`src/rtl/dispatch_pkg.sv`:
```
package dispatch_pkg;
  typedef enum logic [1:0] {
    CLS_FIXED = 2'd0,
    CLS_LO    = 2'd1,
    CLS_HI    = 2'd2,
    CLS_BAD   = 2'd3
  } idx_cls_e;

  localparam logic [7:0] SWAP_FUNC = 8'h0A;
  localparam logic [1:0] HSET_NONE = 2'd3;
endpackage

```
`src/rtl/call_idx_decode.sv`:
```
module call_idx_decode
  import dispatch_pkg::*;
#(
  parameter int unsigned IDX_W     = 16,
  parameter int unsigned NUM_FIXED = 12,
  parameter int unsigned LO_BASE   = 'h2000,
  parameter int unsigned HI_BASE   = 'h4000,
  parameter int unsigned FUNC_SH   = 6
) (
  input  logic [IDX_W-1:0] idx_i,
  output idx_cls_e         cls_o,
  output logic [7:0]       vec_o
);
  localparam int unsigned SPAN = 128 << FUNC_SH;

  logic [IDX_W-1:0] lo_off, hi_off;
  assign lo_off = idx_i - IDX_W'(LO_BASE);
  assign hi_off = idx_i - IDX_W'(HI_BASE);

  always_comb begin
    cls_o = CLS_BAD;
    vec_o = '0;
    if (idx_i < IDX_W'(NUM_FIXED)) begin
      cls_o = CLS_FIXED;
      vec_o = 8'(idx_i);
    end else if (idx_i >= IDX_W'(LO_BASE) && lo_off < IDX_W'(SPAN)) begin
      cls_o = CLS_LO;
      vec_o = {1'b0, lo_off[FUNC_SH +: 7]};
    end else if (idx_i >= IDX_W'(HI_BASE) && hi_off < IDX_W'(SPAN)) begin
      cls_o = CLS_HI;
      vec_o = {1'b1, hi_off[FUNC_SH +: 7]};
    end
  end
endmodule

```
`src/rtl/handler_swap.sv`:
```
module handler_swap
  import dispatch_pkg::*;
#(
  parameter int unsigned DATA_W = 64
) (
  input  logic              clk_i,
  input  logic              rst_ni,
  input  logic              swap_i,
  input  logic [DATA_W-1:0] id_i,
  output logic [1:0]        hset_o,
  output logic [DATA_W-1:0] hbase_o,
  output logic              hreset_o,
  output logic              res_we_o,
  output logic [DATA_W-1:0] res_o,
  output logic              pc_we_o,
  output logic [DATA_W-1:0] pc_o
);
  // reset state equals a completed swap to set 0
  always_ff @(posedge clk_i or negedge rst_ni) begin
    if (!rst_ni) begin
      hset_o   <= 2'd0;
      hbase_o  <= '1;
      hreset_o <= 1'b0;
      res_we_o <= 1'b0;
      res_o    <= '0;
      pc_we_o  <= 1'b0;
      pc_o     <= '0;
    end else begin
      hreset_o <= 1'b0;
      res_we_o <= 1'b0;
      pc_we_o  <= 1'b0;
      if (swap_i) begin
        if (id_i < DATA_W'(3)) begin
          hset_o   <= id_i[1:0];
          hbase_o  <= '1;
          hreset_o <= 1'b1;
        end else if (id_i < DATA_W'(256)) begin
          res_we_o <= 1'b1;
          res_o    <= DATA_W'(1);
        end else begin
          hset_o  <= HSET_NONE;
          hbase_o <= id_i;
          pc_we_o <= 1'b1;
          pc_o    <= id_i;
        end
      end
    end
  end

  assert_builtin_sel_R7: assert property (@(posedge clk_i) disable iff (!rst_ni)
    hreset_o |-> (hbase_o == '1) && (hset_o != HSET_NONE));

  assert_unknown_id_R8: assert property (@(posedge clk_i) disable iff (!rst_ni)
    res_we_o |-> $stable(hbase_o) && $stable(hset_o) && (res_o == DATA_W'(1)));

  assert_entry_addr_R9: assert property (@(posedge clk_i) disable iff (!rst_ni)
    pc_we_o |-> (pc_o == hbase_o) && (hset_o == HSET_NONE));

  assert_one_outcome_R8: assert property (@(posedge clk_i) disable iff (!rst_ni)
    $countones({hreset_o, res_we_o, pc_we_o}) <= 1);
endmodule

```
`src/rtl/call_dispatch.sv`:
```
module call_dispatch
  import dispatch_pkg::*;
#(
  parameter int unsigned IDX_W     = 16,
  parameter int unsigned PS_W      = 5,
  parameter int unsigned DATA_W    = 64,
  parameter int unsigned NUM_FIXED = 12,
  parameter int unsigned LO_BASE   = 'h2000,
  parameter int unsigned HI_BASE   = 'h4000,
  parameter int unsigned FUNC_SH   = 6
) (
  input  logic              clk_i,
  input  logic              rst_ni,
  input  logic              exc_valid_i,
  input  logic [IDX_W-1:0]  exc_idx_i,
  input  logic [PS_W-1:0]   ps_i,
  input  logic [DATA_W-1:0] arg_i,
  input  logic [DATA_W-1:0] saved_addr_i,
  output logic              disp_o,
  output logic              call_o,
  output logic              priv_o,
  output logic [7:0]        vec_o,
  output logic              priv_viol_o,
  output logic              idx_err_o,
  output logic [1:0]        hset_o,
  output logic [DATA_W-1:0] hbase_o,
  output logic              hreset_o,
  output logic              res_we_o,
  output logic [DATA_W-1:0] res_o,
  output logic              pc_we_o,
  output logic [DATA_W-1:0] pc_o,
  output logic              ea_we_o,
  output logic [DATA_W-1:0] ea_o
);
  localparam int unsigned MODE_LSB = 3;

  idx_cls_e   cls;
  logic [7:0] vec;
  logic       is_priv, mode_ok, accept, swap;

  call_idx_decode #(
    .IDX_W(IDX_W), .NUM_FIXED(NUM_FIXED), .LO_BASE(LO_BASE),
    .HI_BASE(HI_BASE), .FUNC_SH(FUNC_SH)
  ) u_dec (
    .idx_i(exc_idx_i), .cls_o(cls), .vec_o(vec)
  );

  assign is_priv = (cls == CLS_LO);
  assign mode_ok = (ps_i[PS_W-1:MODE_LSB] == '0);
  assign accept  = exc_valid_i && (cls != CLS_BAD) && (!is_priv || mode_ok);
  assign swap    = accept && is_priv && (vec == SWAP_FUNC);

  handler_swap #(.DATA_W(DATA_W)) u_swap (
    .clk_i(clk_i), .rst_ni(rst_ni), .swap_i(swap), .id_i(arg_i),
    .hset_o(hset_o), .hbase_o(hbase_o), .hreset_o(hreset_o),
    .res_we_o(res_we_o), .res_o(res_o), .pc_we_o(pc_we_o), .pc_o(pc_o)
  );

  always_ff @(posedge clk_i or negedge rst_ni) begin
    if (!rst_ni) begin
      disp_o      <= 1'b0;
      call_o      <= 1'b0;
      priv_o      <= 1'b0;
      vec_o       <= '0;
      priv_viol_o <= 1'b0;
      idx_err_o   <= 1'b0;
      ea_we_o     <= 1'b0;
      ea_o        <= '0;
    end else begin
      disp_o      <= accept;
      call_o      <= accept && (cls != CLS_FIXED);
      priv_o      <= accept && is_priv;
      vec_o       <= accept ? vec : 8'd0;
      priv_viol_o <= exc_valid_i && is_priv && !mode_ok;
      idx_err_o   <= exc_valid_i && (cls == CLS_BAD);
      ea_we_o     <= accept;
      if (accept) ea_o <= saved_addr_i & ~DATA_W'(1);
    end
  end

  assert_viol_blocks_R4: assert property (@(posedge clk_i) disable iff (!rst_ni)
    priv_viol_o |-> !disp_o && !ea_we_o && !hreset_o && !pc_we_o && !res_we_o);

  assert_err_isolated_R5: assert property (@(posedge clk_i) disable iff (!rst_ni)
    idx_err_o |-> !disp_o && !priv_viol_o && $stable(hbase_o) && $stable(hset_o));

  assert_ea_cleared_R6: assert property (@(posedge clk_i) disable iff (!rst_ni)
    ea_we_o |-> disp_o && !ea_o[0]);

  assert_disp_needs_strobe_R1: assert property (@(posedge clk_i) disable iff (!rst_ni)
    (disp_o || priv_viol_o || idx_err_o) |-> $past(exc_valid_i));

  assert_priv_code_low_R2: assert property (@(posedge clk_i) disable iff (!rst_ni)
    priv_o |-> call_o && !vec_o[7]);

  assert_swap_only_priv_R11: assert property (@(posedge clk_i) disable iff (!rst_ni)
    (hreset_o || pc_we_o || res_we_o) |-> priv_o && (vec_o == SWAP_FUNC));
endmodule

```
`config.mk`:
```
export PLATFORM = sky130hd
export DESIGN_NAME = call_dispatch
export DESIGN_NICKNAME = d
export VERILOG_FILES = /design/src/rtl/dispatch_pkg.sv /design/src/rtl/call_idx_decode.sv /design/src/rtl/handler_swap.sv /design/src/rtl/call_dispatch.sv
export SDC_FILE = /design/constraint.sdc
export NUM_CORES = 1
export LEC_CHECK = 0
export ABC_AREA = 1
export ABC_CLOCK_PERIOD_IN_PS = 1800
export BUFFER_PORTS_ARGS = -buffer_cell sky130_fd_sc_hd__buf_2
export CORE_AREA = 8 8 161 163
export CTS_CLUSTER_DIAMETER = 100
export DETAILED_ROUTE_END_ITERATION = 10
export DIE_AREA = 0 0 169 171
export GPL_TIMING_DRIVEN = 0
export PLACE_DENSITY_LB_ADDON = 0.08
export SETUP_SLACK_MARGIN = 0.02
export SYNTH_ARGS = -nofsm -noshare
export SYNTH_HDL_FRONTEND = slang
export SYNTH_SLANG_ARGS = --single-unit
```
`constraint.sdc`:
```
create_clock -name clk_i -period 1.8 [get_ports clk_i]
set_input_delay 0.36 -clock clk_i [delete_from_list [all_inputs] [get_ports clk_i]]
set_output_delay 0.36 -clock clk_i [all_outputs]
set_load 0.005 [all_outputs]
```
== After elaboration in Yosys (flattened, before gate mapping) ==
Cells that the tools add are included.
Word-level totals
  flip-flop bits (word level): 210
  input bits: 152
  output and inout port bits: 275
  word-level logic and storage cells: 67
Operators by class
  $add $sub $neg: 2
  $lt $le $gt $ge: 7
  eq/ne operators: 5
  multiplexer cells: 19
  bitwise logic cells: 2
  reductions and logical operators: 18
Operator list (number)
  $mux W64: 2
  $lt A64 B2 Y1 const B: 1
  $lt A64 B9 Y1 const B: 1
  $lt A16 B14 Y1 const B: 2
  $mux W8: 4
  $ge A16 B14 Y1 const B: 1
  $ge A16 B15 Y1 const B: 1
  $lt A16 B4 Y1 const B: 1
  $sub A16 B14 Y16 const B: 1
  $sub A16 B15 Y16 const B: 1
  $logic_and A1 B1 Y1: 10
  $mux W1: 9
  $eq A8 B4 Y1 const B: 1
  $mux W2: 4
  $reduce_and A3 Y1: 2
  $eq A2 B1 Y1 const B: 1
  $eq A2 B2 Y1 const B: 1
  $logic_not A1 Y1: 2
  $logic_not A2 Y1: 1
  $ne A2 B1 Y1 const B: 1
  $ne A2 B2 Y1 const B: 1
  $not A1 Y1: 2
  $reduce_and A2 Y1: 1
  $reduce_bool A2 Y1: 1
  $logic_or A1 B1 Y1: 1

== Depth between registers and ports, before layout ==
  word-level depth: 13
  mapped depth: 16
  gate-level depth less buffers: 14

== Cells and area by module ==
A second synthesis with hierarchy kept.
Unflattened totals
  cells, all modules: 1148
  area, all modules: 9665.5 µm²
Modules (own cells, without submodules)
  handler_swap: instances 1, cells an instance 771, area each 6358.6 µm², seq. area each 3433.3 µm²
  call_dispatch: instances 1, cells an instance 330, area each 3091.7 µm², seq. area each 1901.8 µm²
  call_idx_decode: instances 1, cells an instance 47, area each 215.2 µm², seq. area each 0.0 µm²

== Least setup slack after synthesis ==
No wires, ideal clock.
  kind: input to register
  from: input port exc_idx_i[13]
  to: register u_swap.pc_o[14]
  library setup time: 118 ps
  arrival: 1915 ps
  required time: 1682 ps
  setup slack: -233 ps
  stages: 16
  path buffers: 2
  cell sequence: inv_1 -> ha_1 -> inv_2 -> nand2_1 -> nand3_4 -> nand2_2 -> nand2_1 -> nand2_1 -> inv_1 -> nand3_1 -> nor2_1 -> nand4_1 -> buf_2 -> buf_2 -> nand2_1 -> nand2_1
On the way
  word-level cells in the longest chain between the ends: 13
  elaborated cells between the ends (all ways): 25
  those cells by class: 2 x add/sub; 5 x order compare; 3 x eq/ne; 6 x mux; 9 x reduce/logical
Ends and longest elaborated chain
  from (decl): line call_dispatch.sv:15  | input logic [IDX_W-1:0] exc_idx_i,
  $sub A16 B15 Y16: line call_idx_decode.sv:18  | assign hi_off = idx_i - IDX_W'(HI_BASE);
  $lt A16 B14 Y1: line call_idx_decode.sv:29  | end else if (idx_i >= IDX_W'(HI_BASE) && hi_off < IDX_W'(SPAN)) begin
  $logic_and A1 B1 Y1: line call_idx_decode.sv:29
  $mux W1: line call_idx_decode.sv:29
  $mux W2: line call_idx_decode.sv:26  | end else if (idx_i >= IDX_W'(LO_BASE) && lo_off < IDX_W'(SPAN)) begin
  $mux W2: line call_idx_decode.sv:23  | if (idx_i < IDX_W'(NUM_FIXED)) begin
  $eq A2 B1 Y1: line call_dispatch.sv:48  | assign is_priv = (cls == CLS_LO);
  $logic_not A1 Y1: line call_dispatch.sv:50  | assign accept = exc_valid_i && (cls != CLS_BAD) && (!is_priv || mode_ok);
  $logic_or A1 B1 Y1: line call_dispatch.sv:50
  $logic_and A1 B1 Y1: line call_dispatch.sv:50
  $logic_and A1 B1 Y1: line call_dispatch.sv:51  | assign swap = accept && is_priv && (vec == SWAP_FUNC);
  $logic_and A1 B1 Y1 (*): line call_dispatch.sv:51
  $reduce_and A3 Y1 (no source line) (*)
  to (signal assigned): line handler_swap.sv:44  | pc_o <= id_i;
  to (decl): line handler_swap.sv:16  | output logic [DATA_W-1:0] pc_o
Every way passes the cells marked *; elsewhere a longest branch is shown, timed or not.
A chain may end at the register's enable or synchronous reset.

== Worst setup path after layout ==
  from: input port exc_idx_i[13]
  to: register u_swap.pc_o[25]
The elaborated chain is that of the path after synthesis.

==> impl_results.md <==
* Post-route setup slack at 13.78 ps
* Simple-gate share of the synthesized area at 0.3305
* Root buf cell: clkbuf_16
* Mean Syn Cell Area at 8.216 µm²
* Synth Area in Compound Gates at 0.001284
* GPL Wtd Cong at 0.8594
* Unrepaired setup endpoints after global routing: yes
* Logic pwr share at 0.144
* Reg power frac at 0.446
* # DRC at 0
* Gr usage total at 0.2219
* Place WS at -926.5 ps
* Worst Path Class, Setup: input port to flop
* Initial antenna violation count at 6
* Cells after Synth at 1186
* Crit-path leading delay family: simple AND/OR/NAND/NOR gates
* Leak pwr at 8.413 nW
* Post-Route WL at 33910 µm
* Clock power share at 0.410
* Worst Path Max Fanout at 5
* Drt wl/cell at 16.86 µm
* Mapped Area at 9744 µm²
* Warnings from Yosys at 0
* Type of the tightest min-delay check: input port to flop
* Worst-case vdd ir drop at 0.7472 mV
* Top cells by area, synth: dfrtp_1 37%, nand2_1 21%, dfstp_2 17%
* Worst rel slew slack at 0.5518
* Total congestion overflow at 0
* Worst path required time at 2240 ps
* Register area share after synthesis at 0.5475
* Fin util at 0.6140
* DR iter-0 viols at 580
* Status: complete, no violations
* FF-to-FF setup slack at 1070 ps
* Cell Pwr Density at 839.7 nW/µm²
* Detail Route Antenna Nets at 0
* Buffers added on ports at 358
* CTS H-tree lvls at 1
* FF+latch area at 5335 µm²
* Total CTS buffers at 23
* CTS Sinks at 210
* Boundary Pins at 427
* Pin slew with the least headroom to its limit at 672.3 ps
* Multi-input gate area at 3959 µm²
* Most frequent cells in the layout: 528 x nand2_1, 364 x buf_2, 146 x dfrtp_1
* Startpoint Class: input port
* Crit path depth at 17
* Die H at 171 µm
* Clock Skew at 0 ps
* CTS tree: done
* Post-Synth XOR/XNOR Area at 0
* Clock buffer depth at 3
* Synth Register Bits at 210
* Slowest CP cell: ha_4
* Synth area leader: dfrtp_1
* Crit-path cells: buf_12 > inv_6 > ha_4 > nand2_2 > inv_2 > nand3_4 > nand2_4 > o21ai_1 > inv_1 > nor2_2 > nand3_1 > nor2_4 > buf_12 > clkbuf_16 > clkbuf_16 > nand3_2 > nand2_1
* Slew Limit Fails at 0
* Die X at 169 µm
* Num rows at 56
* First-pass GRT wire length at 50660 µm
* Sw frac at 0.2575
* Die area at 28900 µm²
* Final setup violation count at 0
* Vias at 9120
* Core Box Area at 23260 µm²
* Fraction of layout cells with a size suffix above 1 at 0.4391
* Number of synthesized flops with an enable pin at 0
* P_int at 8.906 mW
* Vias in the first global route at 9198
* DRT Pass-1 Iters at 5
* Area growth syn-to-layout at 46.58%
* Max-Cap Viols at 0
* Crit path time final at 1786 ps
* Crit path DAT at 2230 ps
* Number of cells on the worst reg-to-reg path at 2
* Max incr delay on CP at 190 ps
* Synth top area share at 0.3749
* Fmax at 559.8 MHz
* Final Power at 11.99 mW
* WP buf/inv at 7
* Share of synthesized area spent on multiplexers at 0
* Initial Util at 0.4189
* Final-stage net count at 1826
* Hold slack at 36.96 ps
* Vias/cell at 4.535
* WHS Path Cells at 3
* Post-synth top flop: dfrtp_1
* FILL cells at 2159
* Setup crit end kind: flop
* Worst-Skew Late Latency at 510 ps
* Largest family of logic cells by synthesized area: simple AND/OR/NAND/NOR gates
* Commonest non-fill, non-tap cell in the layout: nand2_1
* Crit share post-route at 0.9923
* Fin. Hold Viols at 0
* Yosys cell types at 29
* Switching power at 3.089 mW
* Pin count of the biggest net entering global routing at 94
* Worst-path clk slew at 60 ps
* HPWL after DPL at 24930 µm
* Synth async-reset ratio at 1.000
* Synth Area in Adders at 0.001284
==> metal layers <==
layer  share of wire  global-route usage
met5          0.0019                   0
met2            0.48              0.3722
met1            0.41              0.2729
met3           0.083             0.06914
met4           0.022             0.06195
==> synth_stat cells, types with 3 or more instances <==
cell type and instances:
nand2_2 4, clkbuf_1 26, nor3_1 5, inv_2 6, dfrtp_1 146, buf_4 65, nand3_1 131, nand2_1 545
nand3_2 10, buf_1 3, nand4_1 21, dfstp_2 64, buf_6 9, inv_1 81, nor2_1 32, buf_2 21
==> sequential cells by signal, summed over array words and instances (netlist names) <==
name / count
u_swap.res_we_o: 1
u_swap.res_o: 1
ea_o: 63
disp_o: 1
u_swap.hreset_o: 1
u_swap.pc_we_o: 1
u_swap.pc_o: 64
u_swap.hbase_o: 64
u_swap.hset_o: 2
vec_o: 8
priv_viol_o: 1
call_o: 1
priv_o: 1
idx_err_o: 1
==> power groups by stage <==
stage	Sequential (mW)	Combinational, mW	Clock, mW
floorplan	5.46	0.658	0
global placement	5.41	1.61	0
detailed placement	5.41	1.65	0
CTS	5.35	1.72	5.05
global route	5.39	1.93	5.24
finish	5.35	1.72	4.92
==> kinds of logic after synthesis <==
family / count (synthesis)
simple gates: 759
buf+inv: 213
flops: 210
compound gates: 2
fa+ha+maj: 1
other cells: 1
==> per-stage QoR <==
stage          TNS (ps)  cell area [µm²]  std cells
3_3_place_gp    -748420            12340       1926
2_1_floorplan    -19020            10150       1249
4_1_cts               0            13660       1997
5_1_grt           -3044            14280       2010
3_5_place_dp    -137230            12410       1928
6_report              0            14280       2011
==> repair_timing <==
item / CTS / global route
resized for setup: 48 / 105
hold buffers: 1 / 0
pin swaps: 11 / 59
gates cloned: 3 / 9
setup endpoints to repair: 140 / 176
buffers inserted: 23 / 4
endpoints found under the hold margin: 29 / 0
==> final timing paths <==
| check | from | end |
|---|---|---|
| worst max-delay path | exc_idx_i[13] | u_swap.pc_o[25]$_DFFE_PN0P_ |
| worst min-delay path | saved_addr_i[31] | ea_o[31]$_DFFE_PN0N_ |
| worst max register to register | u_swap.hbase_o[39]$_DFFE_PN1P_ | u_swap.hbase_o[39]$_DFFE_PN1P_ |
| worst min register to register | u_swap.hbase_o[50]$_DFFE_PN1P_ | u_swap.hbase_o[50]$_DFFE_PN1P_ |
| max in group asynchronous | rst_ni | u_swap.hbase_o[18]$_DFFE_PN1P_ |
| min in group asynchronous | rst_ni | ea_o[1]$_DFFE_PN0N_ |
==> worst reg2reg max path, stage by stage, from the launching register on <==
cell     delay [ps]
dfstp_2         540
nand2_1          80
nand2_2          60
==> area by class of cell <==
class,instances,share of cell area
Inverter,87,0.02374
Clock buffer,30,0.04564
Buffer,125,0.07034
Timing Repair Buffer,400,0.1714
Clock inverter,12,0.009898
Tap cell,319,0.02794
Multi-Input combinational cell,826,0.2772
Antenna cell,2,0.0003504
Sequential cell,210,0.3735
Note: power is estimated with default switching activity, not from simulation.
